<file path="src/rtl/dbalu_pkg.sv">
package dbalu_pkg;

   typedef enum logic [1:0] {
      CIN_ZERO = 2'd0,
      CIN_ONE  = 2'd1,
      CIN_FLAG = 2'd2
   } cin_src_e;

   typedef enum logic [1:0] {
      SRC_ADDER = 2'd0,
      SRC_LOGIC = 2'd1,
      SRC_ACC   = 2'd2,
      SRC_OPND  = 2'd3
   } res_src_e;

   typedef enum logic [1:0] {
      LG_AND = 2'd0,
      LG_OR  = 2'd1,
      LG_XOR = 2'd2
   } logic_fn_e;

   typedef struct packed {
      logic      x_zero;
      logic      y_inv;
      cin_src_e  cin;
      res_src_e  src;
      logic_fn_e lfn;
      logic      wb;
      logic      upd_c;
      logic      upd_zs;
   } alu_ctrl_t;

endpackage

</file>
<file path="src/rtl/dbalu_decode.sv">
module dbalu_decode
   import dbalu_pkg::*;
(
   input  logic       carry_sel,
   input  logic [2:0] alu_op,
   output alu_ctrl_t  ctrl
);

   always_comb begin
      ctrl        = '0;
      ctrl.cin    = CIN_ZERO;
      ctrl.src    = SRC_ADDER;
      ctrl.lfn    = LG_AND;
      case ({carry_sel, alu_op})
         4'b0_000: begin // store: accumulator out, nothing written back
            ctrl.src = SRC_ACC;
         end
         4'b0_001: begin // none
            ctrl.src = SRC_ACC;
         end
         4'b0_010: begin // index subtract
            ctrl.y_inv  = 1'b1;
            ctrl.cin    = CIN_ONE;
            ctrl.wb     = 1'b1;
            ctrl.upd_zs = 1'b1;
         end
         4'b0_011: begin // index add
            ctrl.wb     = 1'b1;
            ctrl.upd_zs = 1'b1;
         end
         4'b0_100: begin // load
            ctrl.src    = SRC_OPND;
            ctrl.wb     = 1'b1;
            ctrl.upd_zs = 1'b1;
         end
         4'b0_101: begin // carry into operand
            ctrl.x_zero = 1'b1;
            ctrl.cin    = CIN_FLAG;
            ctrl.wb     = 1'b1;
            ctrl.upd_c  = 1'b1;
            ctrl.upd_zs = 1'b1;
         end
         4'b0_110: begin // subtract
            ctrl.y_inv  = 1'b1;
            ctrl.cin    = CIN_ONE;
            ctrl.wb     = 1'b1;
            ctrl.upd_c  = 1'b1;
            ctrl.upd_zs = 1'b1;
         end
         4'b0_111: begin // add
            ctrl.wb     = 1'b1;
            ctrl.upd_c  = 1'b1;
            ctrl.upd_zs = 1'b1;
         end
         4'b1_000: begin // none
            ctrl.src = SRC_ACC;
         end
         4'b1_001: begin // xor
            ctrl.src    = SRC_LOGIC;
            ctrl.lfn    = LG_XOR;
            ctrl.wb     = 1'b1;
            ctrl.upd_zs = 1'b1;
         end
         4'b1_010: begin // bit test: flags only
            ctrl.src    = SRC_LOGIC;
            ctrl.lfn    = LG_AND;
            ctrl.upd_zs = 1'b1;
         end
         4'b1_011: begin // and
            ctrl.src    = SRC_LOGIC;
            ctrl.lfn    = LG_AND;
            ctrl.wb     = 1'b1;
            ctrl.upd_zs = 1'b1;
         end
         4'b1_100: begin // or
            ctrl.src    = SRC_LOGIC;
            ctrl.lfn    = LG_OR;
            ctrl.wb     = 1'b1;
            ctrl.upd_zs = 1'b1;
         end
         4'b1_101: begin // carry into complemented operand
            ctrl.x_zero = 1'b1;
            ctrl.y_inv  = 1'b1;
            ctrl.cin    = CIN_FLAG;
            ctrl.wb     = 1'b1;
            ctrl.upd_c  = 1'b1;
            ctrl.upd_zs = 1'b1;
         end
         4'b1_110: begin // subtract with carry as not-borrow
            ctrl.y_inv  = 1'b1;
            ctrl.cin    = CIN_FLAG;
            ctrl.wb     = 1'b1;
            ctrl.upd_c  = 1'b1;
            ctrl.upd_zs = 1'b1;
         end
         default: begin // add with carry
            ctrl.cin    = CIN_FLAG;
            ctrl.wb     = 1'b1;
            ctrl.upd_c  = 1'b1;
            ctrl.upd_zs = 1'b1;
         end
      endcase
   end

endmodule

</file>
<file path="src/rtl/dbalu_adder.sv">
module dbalu_adder #(
   parameter int WIDTH      = 32,
   parameter int SEG_W      = 8,
   parameter int BYTE_W     = 8,
   parameter int SHORT_W    = 16,
   parameter bit USE_SELECT = 1'b1
) (
   input  logic [WIDTH-1:0] x,
   input  logic [WIDTH-1:0] y,
   input  logic             cin,
   output logic [WIDTH-1:0] sum,
   output logic             co_byte,
   output logic             co_short,
   output logic             co_word
);

   localparam int NSEG      = WIDTH / SEG_W;
   localparam int BYTE_SEG  = BYTE_W / SEG_W;
   localparam int SHORT_SEG = SHORT_W / SEG_W;

   for (genvar g = 0; g < NSEG; g++) begin : g_seg
      logic             ci;
      logic             co;
      logic [SEG_W-1:0] xs;
      logic [SEG_W-1:0] ys;

      assign xs = x[g*SEG_W +: SEG_W];
      assign ys = y[g*SEG_W +: SEG_W];

      if (g == 0) begin : g_first
         assign ci = cin;
      end else begin : g_next
         assign ci = g_seg[g-1].co;
      end

      if (USE_SELECT) begin : g_sel
         logic [SEG_W:0] r0;
         logic [SEG_W:0] r1;
         assign r0 = {1'b0, xs} + {1'b0, ys};
         assign r1 = {1'b0, xs} + {1'b0, ys} + {{SEG_W{1'b0}}, 1'b1};
         assign sum[g*SEG_W +: SEG_W] = ci ? r1[SEG_W-1:0] : r0[SEG_W-1:0];
         assign co = ci ? r1[SEG_W] : r0[SEG_W];
      end else begin : g_rip
         logic [SEG_W:0] r;
         assign r = {1'b0, xs} + {1'b0, ys} + {{SEG_W{1'b0}}, ci};
         assign sum[g*SEG_W +: SEG_W] = r[SEG_W-1:0];
         assign co = r[SEG_W];
      end
   end

   assign co_byte  = g_seg[BYTE_SEG-1].co;
   assign co_short = g_seg[SHORT_SEG-1].co;
   assign co_word  = g_seg[NSEG-1].co;

endmodule

</file>
<file path="src/rtl/dbalu_flags.sv">
module dbalu_flags #(
   parameter int WIDTH   = 32,
   parameter int BYTE_W  = 8,
   parameter int SHORT_W = 16
) (
   input  logic [WIDTH-1:0] raw,
   input  logic [1:0]       size_sel,
   input  logic             co_byte,
   input  logic             co_short,
   input  logic             co_word,
   input  logic             upd_c,
   input  logic             upd_zs,
   input  logic             c_in,
   input  logic             z_in,
   input  logic             s_in,
   output logic [WIDTH-1:0] result,
   output logic             c_out,
   output logic             z_out,
   output logic             s_out
);

   localparam logic [WIDTH-1:0] MASK_B = {{(WIDTH-BYTE_W){1'b0}}, {BYTE_W{1'b1}}};
   localparam logic [WIDTH-1:0] MASK_S = {{(WIDTH-SHORT_W){1'b0}}, {SHORT_W{1'b1}}};

   logic [WIDTH-1:0] mask;
   logic             tap_c;
   logic             top_bit;

   always_comb begin
      case (size_sel)
         2'd0: begin
            mask    = MASK_B;
            tap_c   = co_byte;
            top_bit = raw[BYTE_W-1];
         end
         2'd1: begin
            mask    = MASK_S;
            tap_c   = co_short;
            top_bit = raw[SHORT_W-1];
         end
         default: begin
            mask    = '1;
            tap_c   = co_word;
            top_bit = raw[WIDTH-1];
         end
      endcase
   end

   assign result = raw & mask;
   assign c_out  = upd_c  ? tap_c         : c_in;
   assign z_out  = upd_zs ? (result == '0) : z_in;
   assign s_out  = upd_zs ? top_bit       : s_in;

endmodule

</file>
<file path="src/rtl/dual_bank_alu.sv">
module dual_bank_alu
   import dbalu_pkg::*;
#(
   parameter int WIDTH      = 32,
   parameter int SEG_W      = 8,
   parameter int BYTE_W     = 8,
   parameter int SHORT_W    = 16,
   parameter bit USE_SELECT = 1'b1
) (
   input  logic [2:0]       alu_op,
   input  logic             carry_sel,
   input  logic [1:0]       size_sel,
   input  logic [WIDTH-1:0] acc_in,
   input  logic [WIDTH-1:0] opnd_in,
   input  logic             c_in,
   input  logic             z_in,
   input  logic             s_in,
   output logic [WIDTH-1:0] result,
   output logic             wr_en,
   output logic             c_out,
   output logic             z_out,
   output logic             s_out
);

   if (WIDTH % SEG_W != 0) begin : g_bad_seg
      $error("WIDTH must be a multiple of SEG_W");
   end
   if ((BYTE_W % SEG_W != 0) || (SHORT_W % SEG_W != 0)) begin : g_bad_tap
      $error("BYTE_W and SHORT_W must sit on SEG_W boundaries");
   end
   if (!(BYTE_W > 0 && BYTE_W < SHORT_W && SHORT_W < WIDTH)) begin : g_bad_sizes
      $error("sizes must satisfy 0 < BYTE_W < SHORT_W < WIDTH");
   end

   alu_ctrl_t        ctrl;
   logic [WIDTH-1:0] add_x;
   logic [WIDTH-1:0] add_y;
   logic             add_cin;
   logic [WIDTH-1:0] add_sum;
   logic             co_byte;
   logic             co_short;
   logic             co_word;
   logic [WIDTH-1:0] lg_res;
   logic [WIDTH-1:0] raw;

   dbalu_decode u_decode (
      .carry_sel (carry_sel),
      .alu_op    (alu_op),
      .ctrl      (ctrl)
   );

   assign add_x = ctrl.x_zero ? '0 : acc_in;
   assign add_y = ctrl.y_inv ? ~opnd_in : opnd_in;

   always_comb begin
      case (ctrl.cin)
         CIN_ONE:  add_cin = 1'b1;
         CIN_FLAG: add_cin = c_in;
         default:  add_cin = 1'b0;
      endcase
   end

   dbalu_adder #(
      .WIDTH      (WIDTH),
      .SEG_W      (SEG_W),
      .BYTE_W     (BYTE_W),
      .SHORT_W    (SHORT_W),
      .USE_SELECT (USE_SELECT)
   ) u_adder (
      .x        (add_x),
      .y        (add_y),
      .cin      (add_cin),
      .sum      (add_sum),
      .co_byte  (co_byte),
      .co_short (co_short),
      .co_word  (co_word)
   );

   always_comb begin
      case (ctrl.lfn)
         LG_OR:   lg_res = acc_in | opnd_in;
         LG_XOR:  lg_res = acc_in ^ opnd_in;
         default: lg_res = acc_in & opnd_in;
      endcase
   end

   always_comb begin
      case (ctrl.src)
         SRC_LOGIC: raw = lg_res;
         SRC_ACC:   raw = acc_in;
         SRC_OPND:  raw = opnd_in;
         default:   raw = add_sum;
      endcase
   end

   dbalu_flags #(
      .WIDTH   (WIDTH),
      .BYTE_W  (BYTE_W),
      .SHORT_W (SHORT_W)
   ) u_flags (
      .raw      (raw),
      .size_sel (size_sel),
      .co_byte  (co_byte),
      .co_short (co_short),
      .co_word  (co_word),
      .upd_c    (ctrl.upd_c),
      .upd_zs   (ctrl.upd_zs),
      .c_in     (c_in),
      .z_in     (z_in),
      .s_in     (s_in),
      .result   (result),
      .c_out    (c_out),
      .z_out    (z_out),
      .s_out    (s_out)
   );

   assign wr_en = ctrl.wb;

endmodule

</file>
<file path="config.mk">
export PLATFORM = sky130hd
export DESIGN_NAME = dual_bank_alu
export DESIGN_NICKNAME = d
export VERILOG_FILES = /design/src/rtl/dbalu_pkg.sv /design/src/rtl/dbalu_decode.sv /design/src/rtl/dbalu_adder.sv /design/src/rtl/dbalu_flags.sv /design/src/rtl/dual_bank_alu.sv
export SDC_FILE = /design/constraint.sdc
export NUM_CORES = 1
export LEC_CHECK = 0
export ABC_AREA = 1
export BUFFER_PORTS_ARGS = -buffer_cell sky130_fd_sc_hd__buf_2
export CAP_MARGIN = 30
export CORE_MARGIN = 2
export CORE_UTILIZATION = 60
export DETAILED_ROUTE_END_ITERATION = 16
export PLACE_DENSITY = 0.91
export SLEW_MARGIN = 10
export SYNTH_ARGS = -nofsm -noshare
export SYNTH_HDL_FRONTEND = slang
export SYNTH_SLANG_ARGS = --single-unit
export TNS_END_PERCENT = 1
</file>
<file path="constraint.sdc">
create_clock -name vclk -period 5.95
set_input_delay 0.595 -clock vclk [all_inputs]
set_output_delay 0.595 -clock vclk [all_outputs]
set_load 0.02 [all_outputs]
</file>
==> results.json <==
{
  "syn_area_per_cell_um2": 5.50,
  "groute.usage.overall_pct": 32.2,
  "cp_slowest_stage_delay_ps": 440,
  "worstPathRequired_ps": 5360,
  "power_frac_clock_pct": 0,
  "nClkBuffers": 0,
  "cpMaxStageDelayCell": "fa_1",
  "period_share_pct": 86.9,
  "drv_slew": 0,
  "initial_utilization_pct": 61.7,
  "grt_pass1_wl_um": 29900,
  "antenna_found_initial": 0,
  "die_height_um": 104,
  "crit_top_cell": "nand2_1",
  "drv_cap": 0,
  "io_pins": 109,
  "p_leak_nw": 4.11,
  "critPathCaptureType": "output pin",
  "cts_setup_buffers": 0,
  "status": "completed",
  "pwr-share-seq_pct": 0,
  "routedWlPerCell_um": 13.6,
  "num_vias": 7219,
  "crit_buf_inv": 5,
  "synth_cell_types": 47,
  "path_max_fanout": 11,
  "rsz0062_at_grt": "false",
  "period_minus_slack_ps": 5170,
  "grt_pass1_vias": 6656,
  "grt_overflow": 0,
  "holdCritPathClass": "in -> out",
  "synth.cell_area_mm2": 0.00600,
  "cts_resized": 0,
  "timing.final.hold_violations": 0,
  "ctsHoldBuffers": 0,
  "worstPathArrival_ps": 4570,
  "met3_usage_pct": 2.07,
  "route.detailed.drc": 0,
  "seq_cell_count": 0,
  "netlist_instances": 1090,
  "rows": 36,
  "fillers": 935,
  "setup_violations": 0,
  "synth_warnings": 0,
  "finalSetupTns_ps": 0,
  "grt_use_met1_pct": 43.8,
  "switchingPower_uw": 666,
  "port_buffers": 109,
  "drive_gt1_share_pct": 13.3,
  "crit_type": "in -> out",
  "diodes": 0,
  "p_total_mw": 1.02,
  "vias_per_cell": 5.50,
  "layout.nets": 1360,
  "comb_power_share_pct": 100.0,
  "internal_power_uw": 349,
  "cellPowerDensity_mw_per_mm2": 151,
  "vdd_drop_max_v": 0.000103,
  "synth_nets": 1269,
  "grt-busiest-layer": "met2",
  "crit_family": "simple AND/OR/NAND/NOR gates",
  "drtIter0Drc": 520,
  "dr.pass1.iters": 5,
  "die_x_um": 104,
  "ys_seq_area_share_pct": 0,
  "fmax_mhz": 193,
  "place_congestion": 0.960,
  "use_met2_pct": 55.7,
  "areaGrowthSynthToFinish_pct": 11.7,
  "tightest_slew_ps": 732,
  "grt_max_degree": 40,
  "register_area_um2": 0,
  "dp_hpwl_um": 14100,
  "die_area_mm2": 0.0108,
  "wirelength_um": 17900,
  "core_mm2": 0.00973,
  "cp-start-kind": "primary input",
  "ant_nets": 0,
  "netSwitchingFraction_pct": 65.6,
  "slew_headroom_pct": 50.6
}
## cell usage in the layout, fill, tap and decap left out, types with 2 or more instances in the layout
cell type | netlist | final
buf_4 | 1 | 12
a21oi_1 | 67 | 67
o31ai_1 | 4 | 4
nand4_1 | 18 | 18
nand3_4 | 3 | 3
nand3_1 | 62 | 62
ha_1 | 102 | 102
nand2_8 | 3 | 3
xor2_1 | 43 | 43
nand2_4 | 5 | 5
or2_2 | 4 | 4
nand3b_1 | 7 | 7
nor4_1 | 2 | 2
o22ai_1 | 21 | 21
nor3_1 | 12 | 12
xnor2_1 | 9 | 9
o21ai_0 | 42 | 42
nor2_2 | 2 | 2
o211ai_1 | 2 | 2
o21bai_1 | 3 | 3
buf_2 | 3 | 109
inv_1 | 197 | 197
a211oi_1 | 5 | 5
a221oi_1 | 2 | 2
fa_1 | 4 | 4
inv_2 | 9 | 9
nor2_1 | 80 | 80
or2_1 | 2 | 2
o21ai_1 | 5 | 4
nand2_1 | 320 | 320
o311ai_0 | 3 | 3
nand2_2 | 3 | 3
a31oi_1 | 4 | 4
## worst min-delay path, stage by stage
cell and delay, ps:
buf_2 70, nand2_1 40, nand2_1 50, buf_2 150
## Yosys cell counts, types with 2 or more instances
cell,number,area (um^2)
o21ai_0,42,210
inv_2,9,33.8
xor2_1,43,377
fa_1,4,80.1
ha_1,102,1280
a31oi_1,4,25.0
nand3_1,62,310
o22ai_1,21,131
a21oi_1,67,335
o21ai_1,5,25.0
nand2_4,5,56.3
o211ai_1,2,15.0
or2_1,2,12.5
o31ai_1,4,30.0
nor3_1,12,60.1
nand3_4,3,52.6
nand2_8,3,60.1
o21bai_1,3,22.5
nand4_1,18,113
nand2_1,320,1200
clkbuf_1,28,105
nand2_2,3,18.8
or2_2,4,25.0
a221oi_1,2,17.5
nand3b_1,7,52.6
o311ai_0,3,26.3
inv_1,197,739
nor4_1,2,12.5
nor2_2,2,12.5
nor2_1,80,300
xnor2_1,9,78.8
buf_2,3,15.0
a211oi_1,5,37.5
## final timing paths
kind  endpoint  cells after the start  startpoint
max      z_out                     30   carry_sel
min      z_out                      4        z_in
## layout make-up
| type | count | area, um^2 | share of cell area, % |
|---|---|---|---|
| Inverter | 208 | 783 | 11.7 |
| Tap cell | 133 | 166 | 2.48 |
| Multi-Input combinational cell | 849 | 5090 | 75.9 |
| Timing Repair Buffer | 122 | 663 | 9.90 |
## power groups by stage
stage	clock network, mW	logic [mW]	registers (mW)
2_1_floorplan	0	0.760	0
3_3_place_gp	0	0.977	0
3_5_place_dp	0	0.995	0
4_1_cts	0	1.00	0
5_1_grt	0	1.14	0
6_report	0	1.02	0
## cell families (layout without fill, tap and decap cells)
group                      count (synthesis)  after routing  synth area share (%)
buffers and inverters                    241            330                  15.4
and+or+nand+nor                          527            527                  38.9
adders and majority gates                106            106                  22.6
AOI/OAI and AO/OA                        163            163                  15.3
muxes                                      1              1                 0.167
xor gates and xnor gates                  52             52                  7.59
## metal layers
metal  part of all wire [%]  routed length (um)
met5                      0                   0
met4                    1.7                 306
met3                     11                1890
met2                     45                8100
met1                     42                7570
## per-stage QoR
step / setup slack (ps) / std cells / instance area, um^2 / utilization [%] / hold WS (ps)
after floorplan: 1060 / 1090 / 6000 / - / 1360
after global placement: 943 / 1311 / 6670 / 68.6 / 1510
after detailed placement: 823 / 1311 / 6670 / 68.6 / 1510
after CTS: 808 / 1311 / 6670 / 68.6 / 1510
after global routing: 452 / 1312 / 6700 / 68.9 / 1540
final: 782 / 1312 / 6700 / 68.9 / 1510
Note: power is estimated with default switching activity, not from simulation.
